**config.mk**
```make
export PLATFORM = sky130hd
export DESIGN_NAME = fifo_comm_cell
export DESIGN_NICKNAME = d
export VERILOG_FILES = /design/src/rtl/fifo_cell_pkg.sv /design/src/rtl/cell_decode.sv /design/src/rtl/cell_tag.sv /design/src/rtl/cell_store.sv /design/src/rtl/cell_waiters.sv /design/src/rtl/fifo_comm_cell.sv
export SDC_FILE = /design/constraint.sdc
export NUM_CORES = 1
export LEC_CHECK = 0
export ABC_AREA = 1
export CORE_ASPECT_RATIO = 0.6
export CORE_UTILIZATION = 54
export CTS_CLUSTER_DIAMETER = 120
export DETAILED_ROUTE_END_ITERATION = 6
export PLACE_DENSITY = 0.76
export SLEW_MARGIN = 15
export SYNTH_ARGS = -nofsm -noshare
export SYNTH_HDL_FRONTEND = slang
export SYNTH_SLANG_ARGS = --single-unit
```
**constraint.sdc**
```tcl
create_clock -name clk_i -period 2.8 [get_ports clk_i]
set_input_delay 0.28 -clock clk_i [delete_from_list [all_inputs] [get_ports clk_i]]
set_output_delay 0.28 -clock clk_i [all_outputs]
set_load 0.01 [all_outputs]
```
**src/rtl/fifo_cell_pkg.sv**
```systemverilog
package fifo_cell_pkg;
  typedef enum logic [1:0] {
    VIEW_BYPASS = 2'd0,
    VIEW_TAG    = 2'd1,
    VIEW_EF_BLK = 2'd2,
    VIEW_EF_TRY = 2'd3
  } view_e;

  localparam int unsigned TAG_E_BIT     = 0;
  localparam int unsigned TAG_F_BIT     = 1;
  localparam int unsigned TAG_T_BIT     = 16;
  localparam int unsigned TAG_FIFO_BIT  = 17;
  localparam int unsigned TAG_CNT_LSB   = 18;
  localparam int unsigned TAG_DCODE_LSB = 28;
  localparam int unsigned DCODE_W       = 4;
endpackage

```
**src/rtl/cell_decode.sv**
```systemverilog
module cell_decode
  import fifo_cell_pkg::*;
#(
  parameter int unsigned DEPTH = 8,
  parameter int unsigned CNT_W = $clog2(DEPTH + 1)
) (
  input  logic             req_i,
  input  logic             we_i,
  input  view_e            view_i,
  input  logic             e_i,
  input  logic             f_i,
  input  logic [CNT_W-1:0] cnt_i,
  input  logic             waiters_nz_i,
  output logic             ef_rd_o,
  output logic             ef_wr_o,
  output logic             tag_wr_o,
  output logic             byp_wr_o,
  output logic             block_o,
  output logic             wake_o,
  output logic             pop_o,
  output logic             push_o
);
  logic ef, blk_view, proceed;

  always_comb begin
    ef       = req_i && (view_i == VIEW_EF_BLK || view_i == VIEW_EF_TRY);
    blk_view = (view_i == VIEW_EF_BLK);
    ef_rd_o  = ef && !we_i;
    ef_wr_o  = ef && we_i;
    tag_wr_o = req_i && we_i && (view_i == VIEW_TAG);
    byp_wr_o = req_i && we_i && (view_i == VIEW_BYPASS) && (cnt_i != '0);
    // flag test uses the pre-access value; the opposite flag is cleared first
    block_o  = blk_view && ((ef_rd_o && e_i) || (ef_wr_o && f_i));
    proceed  = ef && !block_o;
    wake_o   = proceed && waiters_nz_i;
    pop_o    = proceed && !we_i && (cnt_i != '0);
    push_o   = proceed && we_i && (cnt_i != CNT_W'(DEPTH));
  end
endmodule

```
**src/rtl/cell_tag.sv**
```systemverilog
module cell_tag #(
  parameter int unsigned DEPTH = 8,
  parameter int unsigned CNT_W = $clog2(DEPTH + 1),
  parameter int unsigned PTR_W = $clog2(DEPTH)
) (
  input  logic             clk_i,
  input  logic             rst_ni,
  input  logic             tag_wr_i,
  input  logic             wd_t_i,
  input  logic             wd_e_i,
  input  logic             wd_f_i,
  input  logic             ef_rd_i,
  input  logic             ef_wr_i,
  input  logic             block_i,
  input  logic             pop_i,
  input  logic             push_i,
  output logic             e_o,
  output logic             f_o,
  output logic             t_o,
  output logic [CNT_W-1:0] cnt_o,
  output logic [PTR_W-1:0] rd_ptr_o
);
  logic             e_q, f_q, t_q, e_d, f_d, t_d;
  logic [CNT_W-1:0] cnt_q, cnt_d;
  logic [PTR_W-1:0] rd_q, rd_d;

  always_comb begin
    e_d = e_q; f_d = f_q; t_d = t_q; cnt_d = cnt_q; rd_d = rd_q;
    if (tag_wr_i) begin
      t_d = wd_t_i;
      e_d = wd_e_i;
      f_d = wd_f_i;
      if (wd_e_i) cnt_d = '0;
    end
    if (ef_rd_i) begin
      f_d = 1'b0;
      if (!block_i) begin
        if (pop_i) begin
          cnt_d = cnt_q - 1'b1;
          rd_d  = (rd_q == PTR_W'(DEPTH - 1)) ? '0 : rd_q + 1'b1;
        end
        if (cnt_d == '0) e_d = 1'b1;
      end
    end
    if (ef_wr_i) begin
      e_d = 1'b0;
      if (!block_i) begin
        if (push_i) cnt_d = cnt_q + 1'b1;
        if (cnt_d == CNT_W'(DEPTH)) f_d = 1'b1;
      end
    end
  end

  always_ff @(posedge clk_i or negedge rst_ni) begin
    if (!rst_ni) begin
      e_q <= 1'b1; f_q <= 1'b0; t_q <= 1'b0; cnt_q <= '0; rd_q <= '0;
    end else begin
      e_q <= e_d; f_q <= f_d; t_q <= t_d; cnt_q <= cnt_d; rd_q <= rd_d;
    end
  end

  assign e_o = e_q;
  assign f_o = f_q;
  assign t_o = t_q;
  assign cnt_o = cnt_q;
  assign rd_ptr_o = rd_q;

  assert_cnt_bound_R3: assert property (@(posedge clk_i) disable iff (!rst_ni)
    cnt_q <= CNT_W'(DEPTH));
  assert_last_pop_sets_e_R4: assert property (@(posedge clk_i) disable iff (!rst_ni)
    (pop_i && cnt_q == CNT_W'(1)) |=> (e_q && cnt_q == '0));
  assert_last_push_sets_f_R3: assert property (@(posedge clk_i) disable iff (!rst_ni)
    (push_i && cnt_q == CNT_W'(DEPTH - 1)) |=> f_q);
  assert_blocked_keeps_cnt_R7: assert property (@(posedge clk_i) disable iff (!rst_ni)
    (block_i && !tag_wr_i) |=> $stable(cnt_q));
endmodule

```
**src/rtl/cell_store.sv**
```systemverilog
module cell_store #(
  parameter int unsigned DEPTH = 8,
  parameter int unsigned DW    = 64,
  parameter int unsigned CNT_W = $clog2(DEPTH + 1),
  parameter int unsigned PTR_W = $clog2(DEPTH)
) (
  input  logic             clk_i,
  input  logic             rst_ni,
  input  logic             push_i,
  input  logic             byp_wr_i,
  input  logic [PTR_W-1:0] rd_ptr_i,
  input  logic [CNT_W-1:0] cnt_i,
  input  logic [DW-1:0]    wdata_i,
  output logic [DW-1:0]    head_o
);
  localparam int unsigned SW = PTR_W + 1;

  logic [DW-1:0]    mem_q [DEPTH];
  logic [SW-1:0]    sum;
  logic [SW-1:0]    wrap;
  logic [PTR_W-1:0] widx;

  // push goes one past the newest entry, bypass write hits the newest
  always_comb begin
    sum  = SW'(rd_ptr_i) + SW'(cnt_i) - (byp_wr_i ? SW'(1) : SW'(0));
    wrap = (sum >= SW'(DEPTH)) ? sum - SW'(DEPTH) : sum;
    widx = wrap[PTR_W-1:0];
  end

  always_ff @(posedge clk_i or negedge rst_ni) begin
    if (!rst_ni) begin
      for (int i = 0; i < DEPTH; i++) mem_q[i] <= '0;
    end else if (push_i || byp_wr_i) begin
      mem_q[widx] <= wdata_i;
    end
  end

  assign head_o = mem_q[rd_ptr_i];

  assert_byp_needs_entry_R10: assert property (@(posedge clk_i) disable iff (!rst_ni)
    byp_wr_i |-> (cnt_i != '0));
endmodule

```
**src/rtl/cell_waiters.sv**
```systemverilog
module cell_waiters #(
  parameter int unsigned NTHREADS = 4,
  parameter int unsigned TID_W    = (NTHREADS > 1) ? $clog2(NTHREADS) : 1
) (
  input  logic                clk_i,
  input  logic                rst_ni,
  input  logic                block_i,
  input  logic                wake_i,
  input  logic [TID_W-1:0]    thread_i,
  output logic [NTHREADS-1:0] mask_o,
  output logic                nz_o
);
  logic [NTHREADS-1:0] mask_q, mask_d;

  always_comb begin
    mask_d = mask_q;
    if (wake_i) mask_d = '0;
    if (block_i) mask_d[thread_i] = 1'b1;
  end

  always_ff @(posedge clk_i or negedge rst_ni) begin
    if (!rst_ni) mask_q <= '0;
    else         mask_q <= mask_d;
  end

  assign mask_o = mask_q;
  assign nz_o   = (mask_q != '0);

  assert_block_records_R6: assert property (@(posedge clk_i) disable iff (!rst_ni)
    block_i |=> mask_q[$past(thread_i)]);
  assert_wake_clears_R8: assert property (@(posedge clk_i) disable iff (!rst_ni)
    (wake_i && !block_i) |=> (mask_q == '0));
endmodule

```
**src/rtl/fifo_comm_cell.sv**
```systemverilog
module fifo_comm_cell
  import fifo_cell_pkg::*;
#(
  parameter int unsigned DEPTH    = 8,
  parameter int unsigned DW       = 64,
  parameter int unsigned NTHREADS = 4,
  localparam int unsigned TID_W   = (NTHREADS > 1) ? $clog2(NTHREADS) : 1
) (
  input  logic                clk_i,
  input  logic                rst_ni,
  input  logic                req_i,
  input  logic                we_i,
  input  logic [1:0]          view_i,
  input  logic [TID_W-1:0]    thread_i,
  input  logic [DW-1:0]       wdata_i,
  output logic                rsp_valid_o,
  output logic [DW-1:0]       rdata_o,
  output logic                blocked_o,
  output logic                wake_o,
  output logic [NTHREADS-1:0] wake_mask_o
);
  localparam int unsigned CNT_W = $clog2(DEPTH + 1);
  localparam int unsigned PTR_W = $clog2(DEPTH);
  localparam int unsigned DCODE = $clog2(DEPTH);

  view_e               view;
  logic                e, f, t, waiters_nz;
  logic [CNT_W-1:0]    cnt;
  logic [PTR_W-1:0]    rd_ptr;
  logic                ef_rd, ef_wr, tag_wr, byp_wr, block, wake, pop, push;
  logic [DW-1:0]       head, tag_word, rdata_d;
  logic [NTHREADS-1:0] waiters;

  assign view = view_e'(view_i);

  cell_decode #(.DEPTH(DEPTH), .CNT_W(CNT_W)) u_decode (
    .req_i(req_i), .we_i(we_i), .view_i(view), .e_i(e), .f_i(f), .cnt_i(cnt),
    .waiters_nz_i(waiters_nz), .ef_rd_o(ef_rd), .ef_wr_o(ef_wr),
    .tag_wr_o(tag_wr), .byp_wr_o(byp_wr), .block_o(block), .wake_o(wake),
    .pop_o(pop), .push_o(push)
  );

  cell_tag #(.DEPTH(DEPTH), .CNT_W(CNT_W), .PTR_W(PTR_W)) u_tag (
    .clk_i(clk_i), .rst_ni(rst_ni), .tag_wr_i(tag_wr),
    .wd_t_i(wdata_i[TAG_T_BIT]), .wd_e_i(wdata_i[TAG_E_BIT]), .wd_f_i(wdata_i[TAG_F_BIT]),
    .ef_rd_i(ef_rd), .ef_wr_i(ef_wr), .block_i(block), .pop_i(pop), .push_i(push),
    .e_o(e), .f_o(f), .t_o(t), .cnt_o(cnt), .rd_ptr_o(rd_ptr)
  );

  cell_store #(.DEPTH(DEPTH), .DW(DW), .CNT_W(CNT_W), .PTR_W(PTR_W)) u_store (
    .clk_i(clk_i), .rst_ni(rst_ni), .push_i(push), .byp_wr_i(byp_wr),
    .rd_ptr_i(rd_ptr), .cnt_i(cnt), .wdata_i(wdata_i), .head_o(head)
  );

  cell_waiters #(.NTHREADS(NTHREADS), .TID_W(TID_W)) u_waiters (
    .clk_i(clk_i), .rst_ni(rst_ni), .block_i(block), .wake_i(wake),
    .thread_i(thread_i), .mask_o(waiters), .nz_o(waiters_nz)
  );

  always_comb begin
    tag_word = '0;
    tag_word[TAG_E_BIT]    = e;
    tag_word[TAG_F_BIT]    = f;
    tag_word[TAG_T_BIT]    = t;
    tag_word[TAG_FIFO_BIT] = 1'b1;
    tag_word[TAG_CNT_LSB +: CNT_W]     = cnt;
    tag_word[TAG_DCODE_LSB +: DCODE_W] = DCODE_W'(DCODE);
  end

  always_comb begin
    rdata_d = '0;
    if (req_i && !we_i) begin
      unique case (view)
        VIEW_BYPASS: rdata_d = head;
        VIEW_TAG:    rdata_d = tag_word;
        default:     rdata_d = pop ? head : '0;
      endcase
    end
  end

  always_ff @(posedge clk_i or negedge rst_ni) begin
    if (!rst_ni) begin
      rsp_valid_o <= 1'b0;
      rdata_o     <= '0;
      blocked_o   <= 1'b0;
      wake_o      <= 1'b0;
      wake_mask_o <= '0;
    end else begin
      rsp_valid_o <= req_i;
      rdata_o     <= rdata_d;
      blocked_o   <= block;
      wake_o      <= wake;
      wake_mask_o <= wake ? waiters : '0;
    end
  end

  assert_rsp_next_cycle_R12: assert property (@(posedge clk_i) disable iff (!rst_ni)
    req_i |=> rsp_valid_o);
  assert_empty_blk_pop_R6: assert property (@(posedge clk_i) disable iff (!rst_ni)
    (req_i && !we_i && view == VIEW_EF_BLK && e) |=> (blocked_o && rdata_o == '0));
  assert_try_pop_empty_R5: assert property (@(posedge clk_i) disable iff (!rst_ni)
    (req_i && !we_i && view == VIEW_EF_TRY && cnt == '0) |=> (!blocked_o && rdata_o == '0));
  assert_wake_has_mask_R8: assert property (@(posedge clk_i) disable iff (!rst_ni)
    wake_o |-> (wake_mask_o != '0));
endmodule

```
Word level (Yosys, flattened, before mapping)

Cells that the tools add are included.

Logic and storage cells: 109
Output and inout bits: 71
Bits in registers: 597
Input bits: 72

Magnitude comparators: 6
Reduce and logical (&&, ||, !) cells: 29
Add/sub/neg operators: 6
Eq/ne operators: 6
Bitwise operators: 4
Muxes and demuxes: 39

Operators with widths:

| kind                | count |
|---|---|
| $bwmux 512          | 1 |
| $mux 64             | 5 |
| $bmux 64 s3         | 1 |
| $demux 64 s3        | 1 |
| $pmux 64 s2         | 1 |
| $mux 4              | 15 |
| $logic_and 1x1->1   | 19 |
| $ge 4x4->1 const B  | 3 |
| $mux 1              | 12 |
| $not 3->4           | 2 |
| $reduce_bool 4->1   | 2 |
| $mux 3              | 2 |
| $add 3x4->4         | 1 |
| $add 4x1->4 const B | 1 |
| $eq 2x2->1 const B  | 2 |
| $eq 4x4->1 const B  | 1 |
| $logic_not 4->1     | 1 |
| $lt 4x1->1 const B  | 1 |
| $ne 4x4->1 const B  | 1 |
| $or 4x4->4          | 1 |
| $sub 4x1->4         | 1 |
| $sub 4x1->4 const B | 1 |
| $add 3x1->3 const B | 1 |
| $eq 3x3->1 const B  | 1 |
| 10 further kinds    | 13 |

Logic depth before layout (Yosys ltp)

Depth in word-level cells: 23
Mapped depth: 19
Depth with buffers taken out: 17

Cells and area by module

From an unflattened synthesis, not the netlist that was laid out.

Cells, all modules: 3,719
Area, all modules: 29,365.7 um^2

Modules (own cells, without submodules):

| module         | area each (um^2) | sequential area each (um^2) | cells an instance | instances |
|---|---|---|---|---|
| cell_store     | 25,658.4         | 12,812.3                    | 3,299             | 1 |
| fifo_comm_cell | 2,657.5          | 1,776.7                     | 271               | 1 |
| cell_tag       | 737.0            | 251.5                       | 104               | 1 |
| cell_waiters   | 175.2            | 100.1                       | 21                | 1 |
| cell_decode    | 137.6            | 0.0                         | 24                | 1 |

Worst setup path after synthesis

Ideal clock, no wire load.

Kind: register to register
Start point: register u_tag.cnt_q[0], in the netlist u_tag.cnt_o[0]
End point: register u_store.mem_q[145] (netlist bit)
Slack: -0.297 ns
Data required time: 2.674 ns
Arrival: 2.971 ns
Library setup time: 0.126 ns
Stages on the path, launching flop included: 20
Clock period less this slack: 3.097 ns
Path buffers: 2
Path through: dfrtp_1 > inv_1 > ha_1 > nand2_1 > nor2_1 > nor4_1 > ha_1 > inv_1 > ha_1 > fa_1 > xor2_1 > or2_2 > nand2_1 > nand2_1 > nor2_1 > nand2_1 > buf_4 > buf_2 > nand2_1 > o21ai_1

Cells in the longest elaborated chain, start to end: 12
Elaborated cells on any way between the ends: 18
Classes of those cells: add/sub (3); order compare (3); eq/ne (1); mux (5); bitwise (1); reduce/logical (5)

Ends and longest elaborated chain:

| what                                                                 | line             | source |
|---|---|---|
| start, declared                                                      | cell_tag.sv:24   | `logic [CNT_W-1:0] cnt_q, cnt_d;` |
| start signal, assigned                                               | cell_tag.sv:56   | `e_q <= 1'b1; f_q <= 1'b0; t_q <= 1'b0; cnt_q <= '0; rd_q <= '0;` |
| start signal, assigned                                               | cell_tag.sv:58   | `e_q <= e_d; f_q <= f_d; t_q <= t_d; cnt_q <= cnt_d; rd_q <= rd_d;` |
| parallel branches: the longest is 12 deep, another holds $add 3x4->4 | --               |  |
| end signal, assigned by index                                        | cell_store.sv:34 | `mem_q[widx] <= wdata_i;` |
| end, declared                                                        | cell_store.sv:18 | `logic [DW-1:0] mem_q [DEPTH];` |

Several ways; the timed one is not identified.
A chain may end at the register's enable or synchronous reset.

Worst setup path in the final report

Start point: register u_tag.cnt_q[0], in the netlist u_tag.cnt_o[0]
End point: register u_store.mem_q[477] (netlist bit)

The elaborated chain is that of the path after synthesis.

==> results.json <==
{
  "detailedPlacementHpwl_um": 39800,
  "cts_made_buffers": 54,
  "vias_post_dr": 22000,
  "effective_utilization_at_floorplan_pct": 54.9,
  "synth_top_area_cell": "dfrtp_1",
  "cellLeakagePower_nw": 14.4,
  "post_synth_edffs": 0,
  "ys.flop_type": "dfrtp_1",
  "globalplace.congestion": 0.892,
  "place.port_buffers": 142,
  "mappedNetlistArea_um2": 25500,
  "critPathKind": "reg -> reg",
  "critical_path.endpoint_type": "flip-flop",
  "final-hold-violation-count": 0,
  "dp.cells": 3521,
  "final-seq-area_um2": 15000,
  "setup-violations-final": 512,
  "design.portCount": 143,
  "critical_path_peak_fanout": 8,
  "power.ir.vdd_worst_mv": 0.704,
  "power_density_nw_per_um2": 1150,
  "row_count": 61,
  "actual_slew_at_the_worst_max_slew_pin_ns": 0.751,
  "clock_tree_from_tritoncts": "built",
  "dr.first_iter.drc_count": 2727,
  "number_of_antenna_violations_at_the_first_check_in_global_routing": 0,
  "final_layout_size_suffix_gt1_share_pct": 9.50,
  "cp.arrival_ns": 3.58,
  "final_antenna_violating_net_count": 0,
  "via_count_of_the_first_global_routing_pass": 21400,
  "postLayoutCoreUtil_pct": 66.4,
  "finalCritPeriodShare_pct": 111,
  "route.detailed.wl_per_inst_um": 19.7,
  "die_height_um": 170,
  "synth-async-reset-ratio_pct": 100,
  "route.detailed.drc": 0,
  "fmax_mhz": 321,
  "hold_path.class": "in -> async",
  "routed_wirelength_um": 72200,
  "synth_area_per_cell_um2": 8.87,
  "synth_largest_type_area_fraction_pct": 58.6,
  "finish.cell_count_without_fillers": 3660,
  "total_power_mw": 35.5,
  "post_synthesis_register_bit_count": 597,
  "clock_input_transition_at_the_sequential_cells_of_the_worst_setup_and_hold_paths_ns": 0.06,
  "clockBufferDepth": 3,
  "grt_max_degree": 130,
  "rsz0062_at_grt": "true",
  "layout.nets": 3065,
  "yosysWarnings": 0,
  "layout_setup_ws_ns": -0.319,
  "worst_hold_margin_ns": 0.242,
  "cts.root.buffer_cell": "clkbuf_16",
  "finalClockSkew_ns": 0.0269,
  "post_drt_via_cell_ratio": 6.00,
  "synth-seq-area-share_pct": 58.7,
  "cts_htree_levels": 2,
  "multiInputGateArea_um2": 9290,
  "post-route-min-period_ns": 3.12,
  "clkLatencyLatePin_ns": 0.61,
  "fill_cell_count": 3561,
  "fp.coreArea_um2": 46400,
  "critPathLaunchType": "flip-flop",
  "synth_cells": 2870,
  "worst_ep_required_time_ns": 3.26,
  "grt_first_pass_wirelength_um": 114000,
  "timing.slew.headroom_pct": 50.0,
  "tritoncts_num_sinks": 597,
  "die_width_um": 282,
  "run_status": "finished, violations left",
  "post_synth_cell_types": 35,
  "grt.overflow.total": 0,
  "antenna_cells_inserted": 0,
  "failed_checks": "setup timing",
  "report.final.slew_viol_count": 0,
  "maxCapViolations": 0,
  "syn_nets": 2950,
  "drtPass1Iterations": 6,
  "die-area_um2": 48100,
  "synth_top_cells_by_area": "dfrtp_1 (59%), nand2_1 (10%), o21ai_1 (10%)",
  "all_layer_gr_usage_pct": 29.8,
  "synthToLayoutAreaGrowth_pct": 21.0
}
-- repair_timing --
item,CTS,global route
pin swaps,3,6
hold buffers,1,0
setup endpoints to repair,512,512
endpoints found under the hold margin,43,0
gates resized for setup,36,26
buffers inserted,16,1
gates cloned,9,11
-- layout by cell type, fill, tap and decap left out, drive strengths merged, types with 2 or more instances in the layout --
cell type      netlist  layout
o21ai              759     759
nand2              685     685
dfrtp              596     596
nor2               268     268
clkdlybuf4s50        0     141
buf                128     122
inv                 99     101
clkbuf              92      94
nand3               52      52
o22ai               47      47
o221ai              47      47
a21oi               38      38
clkinv               1      12
nand4                8       8
o311ai               7       7
a221o                7       7
a32oi                7       7
ha                   7       7
o32ai                4       4
bufinv               0       4
bufbuf               0       4
xor2                 4       4
a31oi                3       3
xnor2                2       2
or2                  2       2
-- synthesized netlist by cell type (3+ instances only) --
cell / number
o221ai_1: 47
o21ai_0: 247
a221o_1: 7
clkbuf_1: 92
o21ai_1: 512
a21oi_1: 38
a32oi_1: 7
ha_1: 7
xor2_1: 4
nand2_1: 685
buf_1: 11
nand3_1: 52
buf_4: 53
a31oi_1: 3
nor2_1: 268
nand4_1: 7
buf_2: 64
o311ai_0: 7
dfrtp_1: 596
o32ai_1: 4
inv_1: 97
o22ai_1: 47
-- worst max-delay path: stages (launching register included) --
cell and delay [ns]:
dfrtp_1 0.39, inv_2 0.08, ha_4 0.13, nand2_2 0.06, nor2_4 0.11, nor4_2 0.06, ha_1 0.27, inv_1 0.04
ha_2 0.16, fa_2 0.35, xor2_2 0.16, buf_4 0.14, nand2_2 0.13, nand3_4 0.12, nor2_4 0.13, nand2_4 0.11
buf_12 0.24, clkbuf_16 0.17, nand2_1 0.06, o21ai_1 0.06
-- state kept, by name (all words and copies together) (netlist names) --
| register | cells |
|---|---|
| rdata_o | 64 |
| u_tag.e_o | 1 |
| blocked_o | 1 |
| u_store.mem_q | 512 |
| u_tag.f_o | 1 |
| u_tag.rd_ptr_o | 3 |
| u_tag.t_o | 1 |
| wake_mask_o | 4 |
| wake_o | 1 |
| u_tag.cnt_o | 4 |
| rsp_valid_o | 1 |
| u_waiters.mask_o | 4 |
-- layer usage --
layer / vias up / track usage [%] / share of wire [%] / wire length [um]
met5: - / 0 / 0 / 0
met4: 0 / 8.84 / 2.1 / 1540
met3: 141 / 5.05 / 9.1 / 6550
met2: 1110 / 47.1 / 46 / 33500
met1: 10800 / 42.4 / 43 / 30700
li1: 9878 / - / - / -
-- path summary, 6_finish.rpt --
kind | slack, ns | to | cells after the start | start
worst max-delay path | -0.32 | u_store.mem_q[477]$_DFFE_PN0P_ | 19 | u_tag.cnt_o[0]$_DFF_PN0_
worst min-delay path | 0.24 | u_store.mem_q[358]$_DFFE_PN0P_ | 2 | rst_ni
worst max register to register | -0.32 | u_store.mem_q[477]$_DFFE_PN0P_ | 19 | u_tag.cnt_o[0]$_DFF_PN0_
worst min register to register | 0.49 | u_store.mem_q[420]$_DFFE_PN0P_ | 2 | u_store.mem_q[420]$_DFFE_PN0P_
max in group asynchronous | 1.49 | u_store.mem_q[122]$_DFFE_PN0P_ | 3 | rst_ni
min in group clk_i | 0.34 | u_waiters.mask_o[2]$_DFF_PN0_ | 2 | thread_i[0]
-- per-stage QoR --
step	setup slack (ns)	instance area (um^2)	setup TNS (ns)
global route	-0.493	30800	-204.15
detailed placement	-0.610	28000	-280.32
CTS	-0.341	30400	-134.46
finish	-0.319	30800	-114.80
floorplan	-0.0616	25600	-14.65
global placement	-0.537	28000	-246.50
-- area by class of cell --
type,count,area share [%]
inverters,100,1.24
flip-flops and latches,597,48.5
clock buffers,83,5.29
clock inverters,18,0.698
well taps,630,2.56
multi-input cells,1953,30.2
repair buffers,279,11.5
-- power breakdown --
| group | switching (mW) | total, mW | internal, mW |
|---|---|---|---|
| clock network | 3.33 | 7.72 | 4.39 |
| registers | 1.90 | 14.0 | 12.1 |
| logic | 8.41 | 13.8 | 5.42 |
-- kinds of logic after synthesis --
kind of cell               after synthesis  share of synthesized area (%)
DFF                                    597                           58.7
xor gates and xnor gates                 6                          0.206
and+or+nand+nor                       1018                           15.4
buffers and inverters                  320                           5.81
AOI/OAI and AO/OA                      921                           19.5
adders and majority gates                8                          0.423
Power figures use the tool's default switching activity.
